[config.mk]
export PLATFORM = sky130hd
export DESIGN_NAME = adcdec_top
export DESIGN_NICKNAME = d
export VERILOG_FILES = /design/src/rtl/adcdec_pkg.sv /design/src/rtl/adcdec_therm.sv /design/src/rtl/adcdec_coarse.sv /design/src/rtl/adcdec_fine.sv /design/src/rtl/adcdec_top.sv
export SDC_FILE = /design/constraint.sdc
export NUM_CORES = 1
export LEC_CHECK = 0
export ABC_AREA = 0
export BUFFER_PORTS_ARGS = -buffer_cell sky130_fd_sc_hd__buf_4
export CELL_PAD_IN_SITES_DETAIL_PLACEMENT = 2
export CELL_PAD_IN_SITES_GLOBAL_PLACEMENT = 2
export CORE_ASPECT_RATIO = 0.5
export CORE_UTILIZATION = 34
export CTS_CLUSTER_SIZE = 10
export DETAILED_ROUTE_END_ITERATION = 16
export PLACE_DENSITY_LB_ADDON = 0.1
export SETUP_SLACK_MARGIN = 0.1
export SLEW_MARGIN = 0
export SYNTH_ARGS = -nofsm -noshare
export SYNTH_HDL_FRONTEND = slang
export SYNTH_SLANG_ARGS = --single-unit
[constraint.sdc]
create_clock -name clk -period 2.19 [get_ports clk]
set_input_delay 0.1095 -clock clk [delete_from_list [all_inputs] [get_ports clk]]
set_output_delay 0.1095 -clock clk [all_outputs]
set_load 0.05 [all_outputs]
[src/rtl/adcdec_pkg.sv]
package adcdec_pkg;

    typedef enum logic [1:0] {
        PH_IDLE = 2'd0,
        PH_EST  = 2'd1,
        PH_F1   = 2'd2
    } phase_e;

endpackage

[src/rtl/adcdec_therm.sv]
// Thermometer code to ones count, with bubble detection.
module adcdec_therm #(
    parameter int W  = 8,
    parameter int CW = 4
) (
    input  logic [W-1:0]  code_i,
    output logic [CW-1:0] ones_o,
    output logic          bubble_o
);

    logic [W-1:0] below;

    always_comb begin
        ones_o = '0;
        for (int i = 0; i < W; i++) begin
            ones_o = ones_o + CW'(code_i[i]);
        end
    end

    // bit i may only be set if bit i-1 is set; bit -1 counts as set
    assign below    = {code_i[W-2:0], 1'b1};
    assign bubble_o = |(code_i & ~below);

endmodule

[src/rtl/adcdec_coarse.sv]
// Coarse tap from window index and first flash count; corrected estimate.
module adcdec_coarse #(
    parameter int WIN_W = 3,
    parameter int FL_CW = 4,
    parameter int TAP_W = 6,
    parameter int HALF  = 4,
    parameter int LSB_W = 3
) (
    input  logic [WIN_W-1:0] win_i,
    input  logic [FL_CW-1:0] ones_i,
    output logic [TAP_W-1:0] tap_o,
    output logic [1:0]       corr_o
);

    logic [TAP_W-1:0] hi;

    always_comb begin
        tap_o  = TAP_W'(win_i) * TAP_W'(HALF) + TAP_W'(ones_i);
        hi     = tap_o >> LSB_W;
        corr_o = (hi > TAP_W'(3)) ? 2'd3 : hi[1:0];
    end

endmodule

[src/rtl/adcdec_fine.sv]
// Appends the fine count to the coarse tap and saturates.
module adcdec_fine #(
    parameter int TAP_W = 6,
    parameter int FL_CW = 4,
    parameter int FL_W  = 8,
    parameter int RES_W = 8,
    parameter int SUM_W = 9
) (
    input  logic [TAP_W-1:0] tap_i,
    input  logic [FL_CW-1:0] ones_i,
    output logic [RES_W-1:0] result_o,
    output logic             ovf_o
);

    localparam logic [SUM_W-1:0] FULL = SUM_W'((1 << RES_W) - 1);

    logic [SUM_W-1:0] sum;

    always_comb begin
        sum      = SUM_W'(tap_i) * SUM_W'(FL_W) + SUM_W'(ones_i);
        ovf_o    = sum > FULL;
        result_o = ovf_o ? '1 : sum[RES_W-1:0];
    end

endmodule

[src/rtl/adcdec_top.sv]
module adcdec_top
    import adcdec_pkg::*;
#(
    parameter int EST_W = 6,
    parameter int FL_W  = 8,
    parameter int RES_W = 8
) (
    input  logic             clk,
    input  logic             rst_n,
    input  logic             est_valid_i,
    input  logic [EST_W-1:0] est_code_i,
    input  logic             flash1_valid_i,
    input  logic             flash2_valid_i,
    input  logic [FL_W-1:0]  cmp_i,
    output logic [1:0]       est_o,
    output logic [2:0]       win_o,
    output logic [1:0]       corr_o,
    output logic [5:0]       tap_o,
    output logic             done_o,
    output logic [RES_W-1:0] result_o,
    output logic             ovf_o,
    output logic             err_o
);

    localparam int EST_CW = $clog2(EST_W + 1);
    localparam int FL_CW  = $clog2(FL_W + 1);
    localparam int HALF   = FL_W / 2;
    localparam int LSB_W  = $clog2(FL_W);
    localparam int TAP_MX = HALF * EST_W + FL_W;
    localparam int TAP_W  = $clog2(TAP_MX + 1);
    localparam int SUM_W  = $clog2(FL_W * TAP_MX + FL_W + 1);

    typedef struct packed {
        phase_e             phase;
        logic [1:0]         est;
        logic [EST_CW-1:0]  win;
        logic [1:0]         corr;
        logic [TAP_W-1:0]   tap;
        logic               done;
        logic [RES_W-1:0]   result;
        logic               ovf;
        logic               err;
    } state_t;

    state_t st_d, st_q;

    logic [EST_CW-1:0] est_ones;
    logic              est_bub;
    logic [FL_CW-1:0]  cmp_ones;
    logic              cmp_bub;
    logic [TAP_W-1:0]  tap_w;
    logic [1:0]        corr_w;
    logic [RES_W-1:0]  res_w;
    logic              ovf_w;
    logic [EST_CW:0]   est_half;

    adcdec_therm #(.W(EST_W), .CW(EST_CW)) u_est_therm (
        .code_i   (est_code_i),
        .ones_o   (est_ones),
        .bubble_o (est_bub)
    );

    adcdec_therm #(.W(FL_W), .CW(FL_CW)) u_cmp_therm (
        .code_i   (cmp_i),
        .ones_o   (cmp_ones),
        .bubble_o (cmp_bub)
    );

    adcdec_coarse #(
        .WIN_W (EST_CW), .FL_CW (FL_CW), .TAP_W (TAP_W),
        .HALF  (HALF),   .LSB_W (LSB_W)
    ) u_coarse (
        .win_i  (st_q.win),
        .ones_i (cmp_ones),
        .tap_o  (tap_w),
        .corr_o (corr_w)
    );

    adcdec_fine #(
        .TAP_W (TAP_W), .FL_CW (FL_CW), .FL_W (FL_W),
        .RES_W (RES_W), .SUM_W (SUM_W)
    ) u_fine (
        .tap_i    (st_q.tap),
        .ones_i   (cmp_ones),
        .result_o (res_w),
        .ovf_o    (ovf_w)
    );

    always_comb begin
        st_d      = st_q;
        st_d.done = 1'b0;
        est_half  = ({1'b0, est_ones} + (EST_CW + 1)'(1)) >> 1;
        if (est_valid_i) begin
            st_d.phase = PH_EST;
            st_d.win   = est_ones;
            st_d.est   = (est_half > (EST_CW + 1)'(3)) ? 2'd3 : est_half[1:0];
            st_d.corr  = '0;
            st_d.tap   = '0;
            st_d.err   = est_bub;
        end else if (flash1_valid_i && st_q.phase == PH_EST) begin
            st_d.phase = PH_F1;
            st_d.tap   = tap_w;
            st_d.corr  = corr_w;
            st_d.err   = st_q.err | cmp_bub;
        end else if (flash2_valid_i && st_q.phase == PH_F1) begin
            st_d.phase  = PH_IDLE;
            st_d.done   = 1'b1;
            st_d.result = res_w;
            st_d.ovf    = ovf_w;
            st_d.err    = st_q.err | cmp_bub;
        end
    end

    always_ff @(posedge clk or negedge rst_n) begin
        if (!rst_n) begin
            st_q <= '0;
        end else begin
            st_q <= st_d;
        end
    end

    assign est_o    = st_q.est;
    assign win_o    = 3'(st_q.win);
    assign corr_o   = st_q.corr;
    assign tap_o    = 6'(st_q.tap);
    assign done_o   = st_q.done;
    assign result_o = st_q.result;
    assign ovf_o    = st_q.ovf;
    assign err_o    = st_q.err;

    // a clean estimator code equals the mask of its own count
    p_therm_count_r1: assert property (@(posedge clk) disable iff (!rst_n)
        (est_valid_i && !est_bub) |->
        ({1'b0, est_code_i} == (((EST_CW + 1 + EST_W)'(1) << est_ones) - 1'b1) >> 0
            ? 1'b1 : 1'b0) == 1'b1);

    // corrected estimate is within one step of the raw estimate
    p_corr_near_r2: assert property (@(posedge clk) disable iff (!rst_n)
        (st_q.phase == PH_F1) |-> ((st_q.corr - st_q.est) != 2'd2));

    // an overflowing result is saturated
    p_no_overflow_r3: assert property (@(posedge clk) disable iff (!rst_n)
        (done_o && ovf_o) |-> (result_o == '1));

    // done is a single-cycle pulse
    p_done_pulse_r4: assert property (@(posedge clk) disable iff (!rst_n)
        done_o |=> !done_o);

    // a second-pass strobe while idle produces no done
    p_ignore_idle_r5: assert property (@(posedge clk) disable iff (!rst_n)
        (st_q.phase == PH_IDLE && !est_valid_i) |=> !done_o);

    // error flag holds until the next estimator strobe
    p_err_sticky_r7: assert property (@(posedge clk) disable iff (!rst_n)
        (err_o && !est_valid_i) |=> err_o);

endmodule

Yosys cells after proc, flatten, opt, wreduce, memory -nomap -nowiden --
Cells that the tools add are included.
Operators by class: add/subtract/negate cells 15, $lt $le $gt $ge 3, eq/ne operators 2, multiplexer cells 13, bitwise gates (word level) 7, reduce and logical (&&, ||, !) cells 7
Operators by type and width (number):
- adder 4 x 1 -> 4 bit | 6
- 2-to-1 mux 8 bit | 3
- 2-to-1 mux 10 bit | 2
- adder 3 x 1 -> 3 bit | 4
- 2-to-1 mux 11 bit | 1
- 2-to-1 mux 2 bit | 5
- adder 9 x 4 -> 9 bit | 1
- greater-than comparator 9 x 8 -> 1 bit, second input constant | 1
- AND 8 bit | 1
- NOT 8 bit | 1
- OR reduction 8 bit | 1
- adder 5 x 4 -> 6 bit | 1
- AND 6 bit | 1
- greater-than comparator 3 x 2 -> 1 bit, second input constant | 2
- NOT 6 bit | 1
- OR reduction 6 bit | 1
- adder 1 x 1 -> 2 bit | 2
- adder 3 x 1 -> 4 bit, second input constant | 1
- AND reduction 3 bit | 1
- nonzero test 3 bit | 1
- == test 2 x 1 -> 1 bit, second input constant | 1
- == test 2 bit, second input constant | 1
- logical AND 1 bit | 2
- 2-to-1 mux 1 bit | 2
- other kinds (3) | 4
Word-level totals: register bits after elaboration 26, input bits 19, output and inout port bits 24, word-level logic and storage cells 56

Depth between registers and ports, before layout --
depth in word-level cells 13, depth in mapped cells 15, depth with buffers taken out 15

Cells and area by module --
A second synthesis with hierarchy kept.
Second synthesis, totals: cells, all modules 195, area total of the unflattened synthesis 1993.2 um2
By module, submodules not included:
- adcdec_top | instances 1, cells each 98, area an instance 1234.9 um2, sequential area each 650.6 um2
- adcdec_fine | instances 1, cells each 36, area an instance 289.0 um2, sequential area each 0.0 um2
- adcdec_therm (u_cmp_therm) | instances 1, cells each 29, area an instance 220.2 um2, sequential area each 0.0 um2
- adcdec_therm (u_est_therm) | instances 1, cells each 15, area an instance 125.1 um2, sequential area each 0.0 um2
- adcdec_coarse | instances 1, cells each 17, area an instance 123.9 um2, sequential area each 0.0 um2

Worst setup path before layout --
OpenSTA, ideal clock, no wires.
path type input port to flip-flop, start point in cmp_i[0], end point reg st_q, in the netlist corr_o[1], setup time 86 ps, arrival 3225 ps, required time 2104 ps, slack -1121 ps, stages on the path 14, buffers on the path 0, cells stage by stage ha_1 > inv_1 > fa_1 > fa_1 > fa_1 > fa_1 > xor2_1 > inv_1 > ha_1 > inv_1 > fa_1 > xnor2_1 > nor3_1 > nor3_1
Between the ends: longest elaborated chain between the ends 12
RTL lines:
- start: declaration | line adcdec_top.sv:14 | input logic [FL_W-1:0] cmp_i,
- adder 1 x 1 -> 2 bit * | line adcdec_therm.sv:16 | ones_o = ones_o + CW'(code_i[i]);
- adder 4 x 1 -> 4 bit * (6 in series) | line adcdec_therm.sv:16
- adder 5 x 4 -> 6 bit * | line adcdec_coarse.sv:18 | tap_o = TAP_W'(win_i) * TAP_W'(HALF) + TAP_W'(ones_i);
- greater-than comparator 3 x 2 -> 1 bit | line adcdec_coarse.sv:20 | corr_o = (hi > TAP_W'(3)) ? 2'd3 : hi[1:0];
- 2-to-1 mux 2 bit * | line adcdec_coarse.sv:20
- 2-to-1 mux 8 bit * | line adcdec_top.sv:100 | end else if (flash1_valid_i && st_q.phase == PH_EST) begin
- 2-to-1 mux 8 bit * | line adcdec_top.sv:93 | if (est_valid_i) begin
- end signal: assignment | line adcdec_top.sv:118 | st_q <= st_d;
- end: declaration | line adcdec_top.sv:45 | state_t st_d, st_q;
Mark *: on every way between the ends. The rest lies on a longest branch, timed or not. The select of a mux whose other input is x is not followed. A chain may end at the register's enable or synchronous reset.

Worst setup path in the final report --
start point in cmp_i[1], end point reg st_q, in the netlist corr_o[0]
Same word-level chain as after synthesis.

==> flow_summary.toml <==
[run_status]
status = "complete, but fails checks"
violations = "setup timing"

[synth]
synth_top_area_share = 0.375
synth.largest_area_cell = "dfrtp_1"
yosysSeqAreaShare = 0.375
ys_top_cells_by_count = "dfrtp_1 (26), inv_1 (26), buf_4 (22)"
ys.flop_type = "dfrtp_1"
synthTopCellsByArea = "dfrtp_1 (38%), buf_4 (9.5%), fa_1 (9.2%)"
synth_fp_nets = 218
synth-edff-count = 0
syn_inst = 181
ys_warn_count = 0
yosysUniqueCellTypes = 36
synthArstFlopShare = 1.00
synth.cell_area_sq_um = 1730
ys_ff_latch = 26
avgSynthCellArea_sq_um = 9.58

[pwr]
seq_power_share = 0.291
vdd_drop_max_mv = 0.393
power_leakage_nw = 1.14
pwr-share-comb = 0.539
power.internal_mw = 1.34
p_switching_mw = 1.07
power_density_nw_per_um2 = 1010
p_sw_frac = 0.443
clock_power_share = 0.170

[drt]
dr.first_iter.drc_count = 29
via_per_inst = 4.75
drt_first_pass_iters = 3
vias = 1377
ant_nets = 0
wl_per_cell_um = 17.4
drt-total-wl_um = 5040
drc = 0

[sta]
setup_violations = 16
rsz0062_at_grt = "yes"
slew_headroom = 0.691
setup_slack_ns = -1.07
worstMarginPinSlew_ns = 0.463
hold_viol = 0
slew_viol_final = 0
fin_crit_sh = 1.49
finClkSkew_ns = 0.00951
min_period_ns = 3.26
hold_slack_ns = 0.100
fmax_mhz = 307

[final_layout]
areaGrowthSynthToFinish_pct = 38.0
finalCoreUtilization = 0.516
fin_nets = 262
drive_gt1_frac = 0.460
diodes = 0

[job]
cap_viol_max_count = 0

[clocking]
cts_buffers = 3
cts_root_buffer = "clkbuf_8"
max-clock-path-buffers = 2
clk_pin_slew_ns = 0.10
cts_tree = "yes"
clock_sinks = 26
worst_skew_pair.late_latency_ns = 0.28
cts_htree_levels = 1

[setup_path]
cp-end-kind = "flip-flop"
max_stage_delay_ns = 0.56
path_cells = "buf_8 > ha_4 > inv_2 > fa_1 > fa_1 > fa_2 > fa_2 > xor2_2 > inv_2 > ha_4 > inv_2 > fa_2 > nand2_1 > o22ai_2 > nor2_1"
path_class = "in2reg"
arrival_ns = 3.43
worstSetupStartpointType = "input pin"
crit_required_ns = 2.36
cp_slowest_cell = "fa_2"
critPathMaxFanout = 2

[global_route]
antenna_found_initial = 0
overflow = 0
grt_pass1_wl_um = 7770
grt_pass1_vias = 1545
grt_max_degree = 27
grtUsageTotal = 0.200

[floorplan]
die_x_um = 103
die_h_um = 52.5
core_region_area_sq_um = 4640
initial_core_util = 0.374
ios = 43
die_area_sq_um = 5410
fp-row-count = 17

[placement]
place_congestion = 0.709
dp_hpwl_um = 3470
io_buffers = 42

[hold_path]
min_path_type = "in2reg"
## cell type report
cell class	count	area, sq um
clock buffer	3	41.3
inverter	27	101
clock inverter	1	30.0
sequential	26	651
timing repair buffer	63	502
tap	66	82.6
fill	502	2240
multi-input combinational	104	986
## path summary, 6_finish.rpt
| path | from | endpoint | slack, ns | depth (start not counted) |
|---|---|---|---|---|
| max | cmp_i[1] | corr_o[0]$_DFFE_PN0N_ | -1.07 | 15 |
| min | flash1_valid_i | st_q[25]$_DFFE_PN0P_ | 0.10 | 3 |
| max reg2reg | st_q[24]$_DFFE_PN0P_ | err_o$_DFFE_PN0P_ | 0.59 | 4 |
| min reg2reg | ovf_o$_DFFE_PN0P_ | ovf_o$_DFFE_PN0P_ | 0.54 | 2 |
| max in group asynchronous | rst_n | tap_o[5]$_DFFE_PN0N_ | 1.66 | 2 |
| min in group asynchronous | rst_n | st_q[24]$_DFFE_PN0P_ | 0.27 | 2 |
## power by group through the flow
stage	Clock, mW	Sequential, mW	Combinational (mW)
6_report	0.409	0.701	1.30
2_1_floorplan	0	0.706	0.899
3_3_place_gp	0	0.696	1.11
5_1_grt	0.434	0.717	1.39
3_5_place_dp	0	0.705	1.16
4_1_cts	0.423	0.699	1.24
## cells in the final DEF (no fill, tap or decap), drive strengths merged, types with 2 or more instances in the layout
cell type,synthesis,routed
inv,27,27
o21ai,6,6
a211oi,2,2
buf,24,62
dfrtp,26,26
a31oi,10,10
nor3,2,2
fa,8,8
nand3,3,3
nor2b,2,2
nand2,14,14
clkbuf,1,3
a21oi,8,8
xor2,3,4
mux2i,2,2
ha,10,10
xnor2,3,3
nor2,16,16
mux2,2,2
## state kept, by name (all words and copies together) (netlist names)
register and count:
win_o 3, result_o 8, corr_o 2, ovf_o 1, tap_o 6, err_o 1, done_o 1, st_q 2
est_o 2
## stage by stage
step / instance area (sq um) / setup TNS [ns] / worst slack [ns] / instances / power [mW]
after floorplan: 1820 / -11.32 / -1.02 / 181 / 1.60
after global placement: 2130 / -16.73 / -1.23 / 277 / 1.81
after detailed placement: 2130 / -18.36 / -1.36 / 277 / 1.86
after CTS: 2320 / -12.91 / -1.04 / 287 / 2.36
after global routing: 2390 / -14.87 / -1.15 / 290 / 2.54
final: 2390 / -13.44 / -1.07 / 290 / 2.41
## routing by layer
metal	vias up	wire length, um	GRT usage
met2	28	2710	0.373
met1	684	2130	0.237
li1	660	-	-
met3	5	167	0.0453
met4	0	36	0.0446
met5	-	0	0
## worst max-delay path: cells and delay by family
family          cells  cell delay [ns]
fa+ha+maj           7             2.66
xor+xnor            1             0.17
buf+inv             4             0.25
compound gates      1             0.11
simple gates        2             0.13
## repair_timing
item | 4_1_cts | 5_1_grt
pin swaps | 12 | 8
resized for setup | 14 | 10
cloned | 1 | 0
hold buffers | 1 | 0
endpoints found under the setup margin | 18 | 19
setup buffers | 4 | 3
endpoints found under the hold margin | 26 | 0
## cell families (layout without fill, tap and decap cells)
kind of cell	Yosys count	in the layout	share of synthesized area
DFF	26	26	0.375
xor gates and xnor gates	6	7	0.0346
AOI/OAI and AO/OA	32	32	0.115
buffers and inverters	52	94	0.165
muxes	4	4	0.0245
adders and majority gates	18	18	0.165
and+or+nand+nor	43	43	0.120
Note: power is estimated with default switching activity, not from simulation.
